===== src/rtl/ps_cfg_pkg.sv =====
package ps_cfg_pkg;
    typedef enum logic [3:0] {
        S_IDLE, S_RST_LOW, S_WAIT_ST, S_SETTLE, S_FETCH, S_BIT_LO,
        S_BIT_HI, S_TAIL, S_INIT_LO, S_INIT_HI, S_FINAL, S_RECOVER
    } ps_state_e;

    localparam logic [2:0] E_NONE    = 3'd0;
    localparam logic [2:0] E_NORESP  = 3'd1;
    localparam logic [2:0] E_TIMEOUT = 3'd2;
    localparam logic [2:0] E_CFG     = 3'd3;
    localparam logic [2:0] E_NODONE  = 3'd4;

    function automatic int imax(input int a, input int b);
        return (a > b) ? a : b;
    endfunction
endpackage


===== src/rtl/ps_sync.sv =====
module ps_sync #(
    parameter int W = 2
) (
    input  logic         clk,
    input  logic         rst_n,
    input  logic [W-1:0] d_i,
    output logic [W-1:0] q_o
);
    for (genvar g = 0; g < W; g++) begin : g_bit
        logic [1:0] ff;
        always_ff @(posedge clk or negedge rst_n) begin
            if (!rst_n) ff <= 2'b00;
            else        ff <= {ff[0], d_i[g]};
        end
        assign q_o[g] = ff[1];
    end
endmodule


===== src/rtl/ps_shift.sv =====
module ps_shift #(
    parameter int BYTE_W = 8
) (
    input  logic              clk,
    input  logic              rst_n,
    input  logic              load_i,
    input  logic [BYTE_W-1:0] data_i,
    input  logic              shift_i,
    output logic              bit_o,
    output logic              last_o
);
    localparam int IW = $clog2(BYTE_W);
    logic [BYTE_W-1:0] sr_q;
    logic [IW-1:0]     idx_q;

    always_ff @(posedge clk or negedge rst_n) begin
        if (!rst_n) begin
            sr_q  <= '0;
            idx_q <= '0;
        end else if (load_i) begin
            sr_q  <= data_i;
            idx_q <= '0;
        end else if (shift_i) begin
            sr_q  <= sr_q >> 1;
            idx_q <= idx_q + 1'b1;
        end
    end

    assign bit_o  = sr_q[0];
    assign last_o = (idx_q == IW'(BYTE_W - 1));
endmodule


===== src/rtl/ps_cfg_master.sv =====
module ps_cfg_master
    import ps_cfg_pkg::*;
#(
    parameter int DIV_CYC     = 4,
    parameter int PULSE_CYC   = 2000,
    parameter int DELAY_CYC   = 1250,
    parameter int TIMEOUT_CYC = 250000,
    parameter int INIT_CLKS   = 50,
    parameter int LEN_W       = 24
) (
    input  logic             clk,
    input  logic             rst_n,
    input  logic             start_i,
    input  logic             auto_restart_i,
    input  logic [LEN_W-1:0] total_bytes_i,
    input  logic [7:0]       byte_data_i,
    input  logic             byte_valid_i,
    output logic             byte_ready_o,
    output logic             ncfg_o,
    output logic             dclk_o,
    output logic             data0_o,
    input  logic             nstatus_i,
    input  logic             confdone_i,
    output logic             busy_o,
    output logic             restart_o,
    output logic             done_ok_o,
    output logic             err_o,
    output logic [2:0]       err_code_o
);
    localparam int MAXL   = imax(imax(DIV_CYC, PULSE_CYC), imax(DELAY_CYC, TIMEOUT_CYC));
    localparam int TMR_W  = $clog2(MAXL + 1);
    localparam int ICNT_W = $clog2(INIT_CLKS + 1);

    ps_state_e          state_q, state_d;
    logic [TMR_W-1:0]   tmr_q, lim;
    logic               tmr_hit;
    logic [LEN_W-1:0]   total_q, byte_cnt_q;
    logic [ICNT_W-1:0]  init_cnt_q;
    logic               auto_q, hold_low_q, ok_q, err_q, restart_q;
    logic [2:0]         code_q;
    logic               ns_s, cd_s, sh_bit, sh_last;
    logic               fin_err, fin_ok, do_restart;
    logic [2:0]         fin_code;
    logic               take_byte, shift_now;

    ps_sync #(.W(2)) u_sync (
        .clk(clk), .rst_n(rst_n),
        .d_i({confdone_i, nstatus_i}), .q_o({cd_s, ns_s})
    );

    assign take_byte = (state_q == S_FETCH) && byte_valid_i;
    assign shift_now = (state_q == S_BIT_HI) && tmr_hit;

    ps_shift #(.BYTE_W(8)) u_shift (
        .clk(clk), .rst_n(rst_n), .load_i(take_byte), .data_i(byte_data_i),
        .shift_i(shift_now), .bit_o(sh_bit), .last_o(sh_last)
    );

    always_comb begin
        unique case (state_q)
            S_RST_LOW:            lim = TMR_W'(PULSE_CYC);
            S_WAIT_ST, S_RECOVER: lim = TMR_W'(TIMEOUT_CYC);
            S_SETTLE:             lim = TMR_W'(DELAY_CYC);
            default:              lim = TMR_W'(DIV_CYC);
        endcase
    end
    assign tmr_hit = (tmr_q == lim - 1'b1);

    // Next-state logic and completion decode
    always_comb begin
        state_d    = state_q;
        fin_err    = 1'b0;
        fin_ok     = 1'b0;
        fin_code   = E_NONE;
        do_restart = 1'b0;
        unique case (state_q)
            S_IDLE:    if (start_i) state_d = S_RST_LOW;
            S_RST_LOW: if (tmr_hit) begin
                if (ns_s) begin
                    state_d = S_IDLE; fin_err = 1'b1; fin_code = E_NORESP;
                end else state_d = S_WAIT_ST;
            end
            S_WAIT_ST: begin
                if (ns_s) state_d = S_SETTLE;
                else if (tmr_hit) begin
                    state_d = S_IDLE; fin_err = 1'b1; fin_code = E_TIMEOUT;
                end
            end
            S_SETTLE:  if (tmr_hit) state_d = (total_q == '0) ? S_TAIL : S_FETCH;
            S_FETCH:   if (byte_valid_i) state_d = S_BIT_LO;
            S_BIT_LO:  if (tmr_hit) begin
                if (!ns_s) begin
                    if (auto_q) state_d = S_RECOVER;
                    else begin
                        state_d = S_IDLE; fin_err = 1'b1; fin_code = E_CFG;
                    end
                end else state_d = S_BIT_HI;
            end
            S_BIT_HI:  if (tmr_hit) begin
                if (!sh_last) state_d = S_BIT_LO;
                else if (byte_cnt_q == total_q - 1'b1) state_d = S_TAIL;
                else state_d = S_FETCH;
            end
            S_TAIL:    if (tmr_hit) begin
                if (!ns_s) begin
                    state_d = S_IDLE; fin_err = 1'b1; fin_code = E_CFG;
                end else state_d = S_INIT_LO;
            end
            S_INIT_LO: if (tmr_hit) state_d = S_INIT_HI;
            S_INIT_HI: if (tmr_hit)
                state_d = (init_cnt_q == ICNT_W'(INIT_CLKS - 1)) ? S_FINAL : S_INIT_LO;
            S_FINAL: begin
                state_d = S_IDLE;
                if (cd_s) fin_ok = 1'b1;
                else begin fin_err = 1'b1; fin_code = E_NODONE; end
            end
            S_RECOVER: begin
                if (ns_s) begin state_d = S_SETTLE; do_restart = 1'b1; end
                else if (tmr_hit) begin
                    state_d = S_IDLE; fin_err = 1'b1; fin_code = E_TIMEOUT;
                end
            end
            default: state_d = S_IDLE;
        endcase
    end

    // State register
    always_ff @(posedge clk or negedge rst_n) begin
        if (!rst_n) state_q <= S_IDLE;
        else        state_q <= state_d;
    end

    // Timers, counters and held results
    always_ff @(posedge clk or negedge rst_n) begin
        if (!rst_n) begin
            tmr_q <= '0; total_q <= '0; byte_cnt_q <= '0; init_cnt_q <= '0;
            auto_q <= 1'b0; hold_low_q <= 1'b0; ok_q <= 1'b0; err_q <= 1'b0;
            code_q <= E_NONE; restart_q <= 1'b0;
        end else begin
            tmr_q     <= (state_q != state_d) ? '0 : tmr_q + 1'b1;
            restart_q <= do_restart;
            if (state_q == S_IDLE && start_i) begin
                total_q <= total_bytes_i; auto_q <= auto_restart_i;
                hold_low_q <= 1'b0; ok_q <= 1'b0; err_q <= 1'b0; code_q <= E_NONE;
            end
            if (state_q == S_SETTLE) byte_cnt_q <= '0;
            else if (shift_now && sh_last) byte_cnt_q <= byte_cnt_q + 1'b1;
            if (state_q == S_TAIL) init_cnt_q <= '0;
            else if (state_q == S_INIT_HI && tmr_hit) init_cnt_q <= init_cnt_q + 1'b1;
            if (fin_ok) ok_q <= 1'b1;
            if (fin_err) begin
                err_q <= 1'b1; code_q <= fin_code;
                if (fin_code == E_NORESP) hold_low_q <= 1'b1;
            end
        end
    end

    // Outputs
    always_comb begin
        ncfg_o       = !((state_q == S_RST_LOW) || hold_low_q);
        dclk_o       = (state_q == S_BIT_HI) || (state_q == S_INIT_HI);
        data0_o      = ((state_q == S_BIT_LO) || (state_q == S_BIT_HI)) && sh_bit;
        byte_ready_o = (state_q == S_FETCH);
        busy_o       = (state_q != S_IDLE);
        restart_o    = restart_q;
        done_ok_o    = ok_q;
        err_o        = err_q;
        err_code_o   = code_q;
    end

    // Guards
    p_quiet_in_reset_r2: assert property (@(posedge clk) disable iff (!rst_n)
        !ncfg_o |-> (!dclk_o && !data0_o));
    p_noresp_holds_r3: assert property (@(posedge clk) disable iff (!rst_n)
        (err_o && err_code_o == E_NORESP && !busy_o) |-> !ncfg_o);
    p_data_stable_r5: assert property (@(posedge clk) disable iff (!rst_n)
        (dclk_o && $past(dclk_o)) |-> $stable(data0_o));
    p_no_ready_high_r5: assert property (@(posedge clk) disable iff (!rst_n)
        byte_ready_o |-> !dclk_o);
    p_ok_err_excl_r8: assert property (@(posedge clk) disable iff (!rst_n)
        !(done_ok_o && err_o));
    p_start_ignored_r11: assert property (@(posedge clk) disable iff (!rst_n)
        $fell(ncfg_o) |-> !$past(busy_o));
endmodule


===== config.mk =====
export PLATFORM = sky130hd
export DESIGN_NAME = ps_cfg_master
export DESIGN_NICKNAME = d
export VERILOG_FILES = /design/src/rtl/ps_cfg_pkg.sv /design/src/rtl/ps_sync.sv /design/src/rtl/ps_shift.sv /design/src/rtl/ps_cfg_master.sv
export SDC_FILE = /design/constraint.sdc
export NUM_CORES = 1
export LEC_CHECK = 0
export BUFFER_PORTS_ARGS = -buffer_cell sky130_fd_sc_hd__buf_2
export CELL_PAD_IN_SITES_DETAIL_PLACEMENT = 2
export CELL_PAD_IN_SITES_GLOBAL_PLACEMENT = 2
export CORE_UTILIZATION = 35
export DETAILED_ROUTE_END_ITERATION = 16
export MAX_ROUTING_LAYER = met4
export PLACE_DENSITY_LB_ADDON = 0.12
export SLEW_MARGIN = 40
export SYNTH_ARGS = -nofsm -noshare
export SYNTH_HDL_FRONTEND = slang
export SYNTH_HIERARCHICAL = 1
export SYNTH_SLANG_ARGS = --single-unit

===== constraint.sdc =====
create_clock -name clk -period 3.8 [get_ports clk]
set_input_delay 0.76 -clock clk [delete_from_list [all_inputs] [get_ports clk]]
set_output_delay 0.76 -clock clk [all_outputs]
set_load 0.05 [all_outputs]

==> results.yml, run 1 <==
synthesis:
  synth_top_area_share: 0.412
  synth-seq-area-share: 0.412
  async_flop_share: 1.00
  yosysUniqueCellTypes: 74
  synth_area_per_cell_um2: 9.57
  syn_area_um2: 6020
  synth_nets: 676
  synth_edf_count: 0
  ys_ff_latch: 99
  yosysMostFrequentCell: "dfrtp_1"
  synthTopCellsByCount: "dfrtp_1 (99), nor2_1 (63), nand2_1 (45)"
  yosysTopAreaCell: "dfrtp_1"
  ys_top_cells_by_area: "dfrtp_1 (41%), xor2_1 (5.7%), mux2_2 (4.7%)"
  synthCells: 629
  synth_ff_type: "dfrtp_1"
  yosys_warnings: 6
routing:
  firstDrtPassIters: 4
  via_per_inst: 5.54
  drc_errors: 0
  vias: 5118
  wl_per_cell_um: 20.1
  drtIter0Drc: 147
  drtAntennaViolNets: 0
  drt-total-wl_mm: 18.6
global_route:
  grt_antenna_before_repair: 0
  overflow: 0
  grt_start_max_net_pins: 56
  grt_pass1_wl_mm: 30.0
  grtUsageTotal: 0.222
  grt_pass1_vias: 5714
floorplan:
  die_x_um: 133
  core_um2: 16700
  placementRows: 47
  die_area_um2: 17700
  dieHeight_um: 133
  io_pins: 50
  initial_core_util: 0.360
place:
  dpl_cell_area_um2: 6640
  gp_congestion: 0.864
  dp_hpwl_mm: 13.4
  portBuffers: 49
  dp.cells: 897
timing:
  worst_pin_slew_ps: 765
  finalCritPeriodShare: 0.976
  finalCriticalPeriod_ps: 3710
  setup-violations-final: 0
  clock.fmax_mhz: 270
  drv_slew: 0
  finalHoldViolCount: 0
  slew_headroom: 0.490
  fin_skew_ps: 12.0
clocking:
  cts_root_buffer: "clkbuf_16"
  cts_buffers: 9
  cts_htree_levels: 3
  clock_latency_ps: 360
  cts_tree: "built"
  clock-sinks: 99
  clockBufferDepth: 2
  clk_pin_slew_ps: 70
setup_path:
  cpLargestDelayFamily: "compound AO/OA/AOI/OAI gates"
  reg2reg_from: "total_q[0]"
  crit_arrival_ps: 3950
  crit_buf_inv: 2
  cp_slowest_cell: "or3_1"
  cp-start-kind: "register"
  cpPeakStageDelay_ps: 460
  startpoint: "total_q[0]"
  crit_chain: "inv_1 -> ha_1 -> nor3b_4 -> nand4_2 -> or3_1 -> a2111oi_2 -> nand4_1 -> a211oi_2 -> o21ai_1 -> a31oi_4 -> buf_12 -> nor4_1"
  worstPathMaxFanout: 18
  critPathKind: "reg2reg"
  cp-end-kind: "register"
  required_ps: 4040
power:
  power.leakage_nw: 3.22
  power_density_nw_per_um2: 297
  finalPower_mw: 2.11
  ir_drop_uv: 216
status:
  status: "finished, final reports clean"
layout:
  fin_nets: 747
  fin_cells: 924
  syn_to_final_growth_pct: 18.1
  regArea_um2: 2480
  final_area_um2: 7110
  multi_input_area_um2: 3370
  n_antenna_cell: 0
  post-route-util: 0.426
  drive_above_1_share: 0.233
  fillers: 1841
run:
  cap_violations: 0
worst_hold_path:
  hold_start: "u_sync/g_bit[1].ff[0]"
  min_path_type: "reg2reg"
registers in the layout, summed over array words and instances, names as in the netlist:
signal	cells
auto_q	1
byte_cnt_q	24
done_ok_o	1
err_code_o	3
err_o	1
hold_low_q	1
init_cnt_q	6
restart_o	1
state_q	4
tmr_q	18
total_q	24
u_shift/idx_q	3
u_shift/sr_q	8
u_sync/g_bit.ff	4
stage by stage:
stage / worst slack, ps / TNS, ps / hold slack, ps
floorplan: 22.7 / 0 / 331
global placement: 224 / 0 / 337
detailed placement: 12.5 / 0 / 343
CTS: 6.51 / 0 / 360
global route: -8.15 / -8.15 / 379
finish: 89.7 / 0 / 354
power by group:
group          switching [mW]  internal (mW)  total [mW]  leakage, nW
Combinational          0.0299         0.0173      0.0471         1.83
Sequential            0.00189           1.05        1.06         1.24
Clock                   0.431          0.577        1.01        0.156
Total                   0.462           1.65        2.11         3.22
cell type report:
class,instances,share of cell area
Clock buffer,9,0.0317
Clock inverter,6,0.0123
Inverter,22,0.0116
Multi-Input combinational cell,478,0.474
Sequential cell,99,0.348
Tap cell,220,0.0387
Timing Repair Buffer,90,0.0834
worst paths after layout:
check                                   endpoint  slack (ps)  cells after the start
setup reg to reg                        tmr_q[5]          90                     12
setup / recovery                        tmr_q[5]          90                     12
hold reg to reg            u_sync/g_bit[1].ff[1]         350                      0
hold / removal             u_sync/g_bit[1].ff[1]         350                      0
max in group asynchronous          init_cnt_q[3]        2630                      2
min in group asynchronous         byte_cnt_q[12]         470                      1
cells by family after synthesis:
family                     Yosys count  synth area share
adders and majority gates            8            0.0166
DFF                                 99             0.412
xor gates and xnor gates            65            0.0981
and+or+nand+nor                    263             0.246
buffers and inverters               53            0.0420
muxes                               38            0.0684
AOI/OAI and AO/OA                  103             0.117
per-layer routing:
layer	part of all wire	wire, um	track usage	up-vias
met2	0.52	9590	0.398	48
met5	0	0	-	-
met3	0.019	362	0.0407	26
li1	-	-	-	2414
met4	0.025	459	0.0631	0
met1	0.44	8200	0.253	2630
placed cells by master, fill, tap and decap left out, drive strengths merged, types with 24 or more instances in the layout:
| cell type | instances |
|---|---|
| nand3 | 29 |
| buf | 90 |
| xor2 | 40 |
| nand2 | 45 |
| xnor2 | 24 |
| nor2 | 63 |
| o21ai | 27 |
| dfrtp | 99 |
| mux2 | 25 |
| nor4 | 25 |
| inv | 24 |
what timing repair did:
item                       in CTS  in global routing
gates cloned                    0                  1
pin swaps                       0                  4
gates resized for setup         1                  9
setup buffers                   0                 11
setup endpoints to repair       6                 35
hold buffers                    0                  0
No activity file was read; power rests on OpenSTA's default activity.
==> inputs of run 2 (changes only) <==
- CORE_MARGIN: default -> 1.5
==> run 2 against run 1 <==
Worst setup slack improved by 130 ps. Clock power is 8% lower. Routed wire length down 2.8%. Total power shrank 3.8%. Maximum frequency rose by 3.7%. Cell count shrank 1.3%. Largest power group unchanged. Die area increased by 1.5%. Global-route usage fell by 0.13 points. Clock skew shrank 5.3 ps. Count of clock-buffer cells in the layout rose by 2. First-iteration DRC count is 67% higher. Design area decreased by 1.6%.
==> results.yml, run 2 (synthesis results as in run 1) <==
floorplan:
  initial_core_util: 0.360
  io_pins: 50
  dieHeight_um: 134
  die_area_um2: 18000
  placementRows: 47
  core_um2: 16700
  die_x_um: 134
timing:
  fin_ws_ps: 223
  rsz0062_at_grt: "no"
  clock.fmax_mhz: 280
  finalHoldViolCount: 0
  setup-violations-final: 0
  finalCritPeriodShare: 0.941
  fin_skew_ps: 6.64
  slew_headroom: 0.494
  finalCriticalPeriod_ps: 3580
  drv_slew: 0
  worst_pin_slew_ps: 753
setup_path:
  crit_arrival_ps: 3830
  cpLargestDelayFamily: "simple AND/OR/NAND/NOR gates"
  cpPeakStageDelay_ps: 450
  reg2reg_slack_ps: 220
  cp-end-kind: "register"
  critPathKind: "reg2reg"
  worstPathMaxFanout: 11
  crit_chain: "inv_1 -> ha_2 -> nor3b_4 -> nand4_2 -> or3_1 -> a2111oi_2 -> nand4_1 -> a211oi_4 -> a21bo_1 -> nor3b_1 -> buf_4 -> nor4b_1"
  required_ps: 4050
  cp-start-kind: "register"
  crit_buf_inv: 2
  cp_slowest_cell: "dfrtp_1"
clocking:
  cts_buffers: 9
  clock-sinks: 99
  cts_tree: "built"
  clock_latency_ps: 350
  cts_htree_levels: 3
  clk_pin_slew_ps: 70
  clockBufferDepth: 2
  cts_root_buffer: "clkbuf_16"
place:
  gp_congestion: 0.849
  portBuffers: 49
  dp_slack_ps: -142
  dp_hpwl_mm: 13.4
routing:
  wl_per_cell_um: 19.8
  vias: 5003
  firstDrtPassIters: 4
  drt-total-wl_mm: 18.1
  via_per_inst: 5.49
  drtAntennaViolNets: 0
  drtIter0Drc: 246
  drc_errors: 0
power:
  p_seq_frac: 0.520
  p_clk_frac: 0.456
  power.share.combinational: 0.023
  p_int_mw: 1.58
  power_density_nw_per_um2: 290
  ir_drop_uv: 215
  sw_frac_of_total: 0.221
  finalPower_mw: 2.03
  power.leakage_nw: 3.14
  switchingPower_uw: 449
global_route:
  grtUsageTotal: 0.221
  overflow: 0
  grt_pass1_vias: 5583
  grt_antenna_before_repair: 0
  grt_pass1_wl_mm: 30.1
  grt_start_max_net_pins: 53
layout:
  fillers: 1848
  fin_nets: 735
  largest_registers: "byte_cnt_q (24), total_q (24), tmr_q (18)"
  layout_common_cells: "dfrtp_1 (98), nor2_1 (63), buf_2 (48)"
  multi_input_area_um2: 3380
  n_antenna_cell: 0
  regArea_um2: 2480
  drive_above_1_share: 0.223
  syn_to_final_growth_pct: 16.3
  final_common_cell: "dfrtp_1"
run:
  cap_violations: 0
status:
  status: "finished, final reports clean"
worst_hold_path:
  min_path_type: "reg2reg"
run 2: cell type report:
cell class,count,share of cell area
multi-input cells,478,0.483
flip-flops and latches,99,0.354
repair buffers,78,0.0706
well taps,220,0.0393
clock buffers,11,0.0333
inverters,22,0.0118
clock inverters,4,0.00751
run 2: stage by stage:
| step | setup TNS (ps) | instances | hold WS, ps | util | cell area [um^2] |
|---|---|---|---|---|---|
| floorplan | 0 | 629 | 331 | - | 6020 |
| global placement | 0 | 894 | 335 | 0.396 | 6620 |
| detailed placement | -746 | 894 | 338 | 0.396 | 6620 |
| CTS | 0 | 909 | 354 | 0.414 | 6920 |
| global route | 0 | 912 | 368 | 0.419 | 7000 |
| finish | 0 | 912 | 352 | 0.419 | 7000 |
run 2: worst paths after layout:
kind / to / cells past startpoint / startpoint
max: tmr_q[1] / 12 / total_q[0]
min: u_sync/g_bit[0].ff[1] / 0 / u_sync/g_bit[0].ff[0]
max reg2reg: tmr_q[1] / 12 / total_q[0]
min reg2reg: u_sync/g_bit[0].ff[1] / 0 / u_sync/g_bit[0].ff[0]
max in group asynchronous: total_q[19] / 2 / rst_n
min in group asynchronous: total_q[1] / 1 / rst_n
run 2: what timing repair did:
item | in CTS | in global routing
gates resized for setup | 3 | 12
buffers inserted | 0 | 2
pin swaps | 0 | 3
cloned | 0 | 1
hold buffers | 0 | 0
endpoints found under the setup margin | 13 | 29
run 2: routing by layer:
metal	wire length, um	share of wire	track usage
met5	0	0	-
met4	269	0.015	0.0508
met3	410	0.023	0.0389
met2	9560	0.53	0.392
met1	7850	0.43	0.262
run 2: worst register-to-register path: stages, from the launching register on:
cell	delay (ps)
dfrtp_1	450
inv_1	90
ha_2	260
nor3b_4	280
nand4_2	210
or3_1	430
a2111oi_2	380
nand4_1	220
a211oi_4	410
a21bo_1	190
nor3b_1	60
buf_4	200
nor4b_1	290
run 2: power by group through the flow:
stage	clock, mW	sequential [mW]	combinational, mW
floorplan	0	1.08	0.00592
global placement	0	1.08	0.0477
detailed placement	0	1.08	0.0503
CTS	0.962	1.06	0.0506
global route	0.998	1.06	0.0548
finish	0.926	1.06	0.0477
==> inputs of run 3 (changes only) <==
- CORE_UTILIZATION: 35 -> 36
- CTS_BUF_LIST: default -> sky130_fd_sc_hd__clkbuf_8
==> run 3 against run 2 <==
Non-clock buffer count unchanged. Sequential power about the same. First-iteration DRC count decreased by 27%. Largest power group unchanged. Critical path type unchanged. Design area decreased by 0.79%. Maximum frequency increased by 0.57%. Global-route usage decreased by 0.14 points. Count of clock-buffer cells in the layout decreased by 1. Combinational power decreased by 3%. Highest routed layer unchanged.
==> results.yml, run 3 (synthesis results as in run 1) <==
status:
  status: "finished, final reports clean"
timing:
  finalCritPeriodShare: 0.936
  drv_slew: 0
  clock.fmax_mhz: 281
  slew_headroom: 0.547
  setup_tns_ps: 0
  finalHoldViolCount: 0
  setup-violations-final: 0
  fin_skew_ps: 11.3
  finalCriticalPeriod_ps: 3560
  worst_pin_slew_ps: 680
global_route:
  grtUsageTotal: 0.220
  grt_pass1_vias: 5670
  overflow: 0
  grt_pass1_wl_mm: 29.9
  grt_antenna_before_repair: 0
  grt_start_max_net_pins: 52
routing:
  drtAntennaViolNets: 0
  drtIter0Drc: 179
  firstDrtPassIters: 4
  drc_errors: 0
  via_per_inst: 5.55
  wl_per_cell_um: 19.5
  drt-total-wl_mm: 17.8
  vias: 5062
layout:
  n_antenna_cell: 0
  fillers: 1836
  final_common_cell: "dfrtp_1"
  drive_above_1_share: 0.223
  layout_common_cells: "dfrtp_1 (99), nor2_1 (63), buf_2 (48)"
  largest_registers: "byte_cnt_q (24), total_q (24), tmr_q (18)"
  syn_to_final_growth_pct: 15.3
  fin_nets: 734
floorplan:
  dieHeight_um: 132
  io_pins: 50
  core_um2: 16500
  placementRows: 47
  die_area_um2: 17500
  initial_core_util: 0.366
  die_x_um: 132
clocking:
  clock_latency_ps: 390
  clockBufferDepth: 2
  cts_root_buffer: "clkbuf_8"
  clock-sinks: 99
  clk_pin_slew_ps: 100
  cts_tree: "built"
  hold_buffers: 0
  cts_buffers: 9
  cts_htree_levels: 3
worst_hold_path:
  min_path_type: "reg2reg"
  whs_path_depth: 0
place:
  gp_congestion: 0.869
  portBuffers: 49
  dp_hpwl_mm: 13.2
setup_path:
  required_ps: 4090
  cp-start-kind: "register"
  critPathKind: "reg2reg"
  cp-end-kind: "register"
  worstPathMaxFanout: 11
  worstRegToRegCells: 12
  crit_arrival_ps: 3840
power:
  power_density_nw_per_um2: 265
  sw_frac_of_total: 0.238
  p_seq_frac: 0.575
  finalPower_mw: 1.84
  ir_drop_uv: 234
  switchingPower_uw: 438
  p_clk_frac: 0.400
  p_int_mw: 1.40
  power.share.combinational: 0.025
  power.leakage_nw: 3.12
run:
  cap_violations: 0
## run 3: cell types whose count changed in the layout (fill, tap and decap cells not counted), moves of 2 or more
cell	change
a2111oi_4	+2
clkbuf_1	-2
inv_6	+2
clkbuf_8	+10
clkbuf_16	-9
a2111oi_2	-2
## run 3: critical path: stages (launching register included)
cell and delay (ps):
dfrtp_1 450, inv_1 90, ha_2 240, nor3b_4 280, nand4_2 180, or3_1 460
a2111oi_4 380, nand4_1 240, a211oi_4 390, a21bo_1 190, nor3b_1 60, buf_4 200
nor4_1 280
## run 3: layout make-up
type | count | area (um^2) | share of cell area
multi-input combinational | 477 | 3390 | 0.489
sequential | 99 | 2480 | 0.357
timing repair buffer | 78 | 503 | 0.0724
tap | 220 | 275 | 0.0396
clock buffer | 10 | 138 | 0.0198
inverter | 22 | 82.6 | 0.0119
clock inverter | 6 | 72.6 | 0.0105
## run 3: what timing repair did
item                                    CTS  global route
endpoints found under the setup margin   26            47
setup buffers                             0             4
pin swaps                                 0             2
resized for setup                         2            12
cloned                                    0             0
## run 3: power groups by stage
stage | Sequential (mW) | Combinational, mW | Clock (mW)
after floorplan | 1.08 | 0.00592 | 0
after global placement | 1.08 | 0.0472 | 0
after detailed placement | 1.08 | 0.0490 | 0
after CTS | 1.06 | 0.0490 | 0.781
after global routing | 1.06 | 0.0538 | 0.814
final | 1.06 | 0.0464 | 0.736
## run 3: layer usage
layer,vias up,GRT usage,routed length (um)
li1,2381,-,-
met1,2593,0.254,7570
met2,64,0.395,9490
met3,24,0.0346,412
met4,0,0.0598,350
met5,-,-,0
## run 3: worst paths after layout
kind | endpoint | slack, ps | startpoint
max | tmr_q[13] | 240 | total_q[0]
min | u_sync/g_bit[1].ff[1] | 370 | u_sync/g_bit[1].ff[0]
max reg2reg | tmr_q[13] | 240 | total_q[0]
min reg2reg | u_sync/g_bit[1].ff[1] | 370 | u_sync/g_bit[1].ff[0]
max in group asynchronous | restart_o | 2690 | rst_n
min in group asynchronous | total_q[1] | 390 | rst_n
## run 3: per-stage QoR
stage	setup slack, ps	std cells	utilization	area, um^2	hold slack [ps]
after floorplan	22.7	629	-	6020	331
after global placement	109	892	0.402	6620	337
after detailed placement	-147	892	0.402	6620	339
after CTS	44.3	908	0.415	6830	377
after global routing	-30.3	912	0.422	6940	390
final	243	912	0.422	6940	367
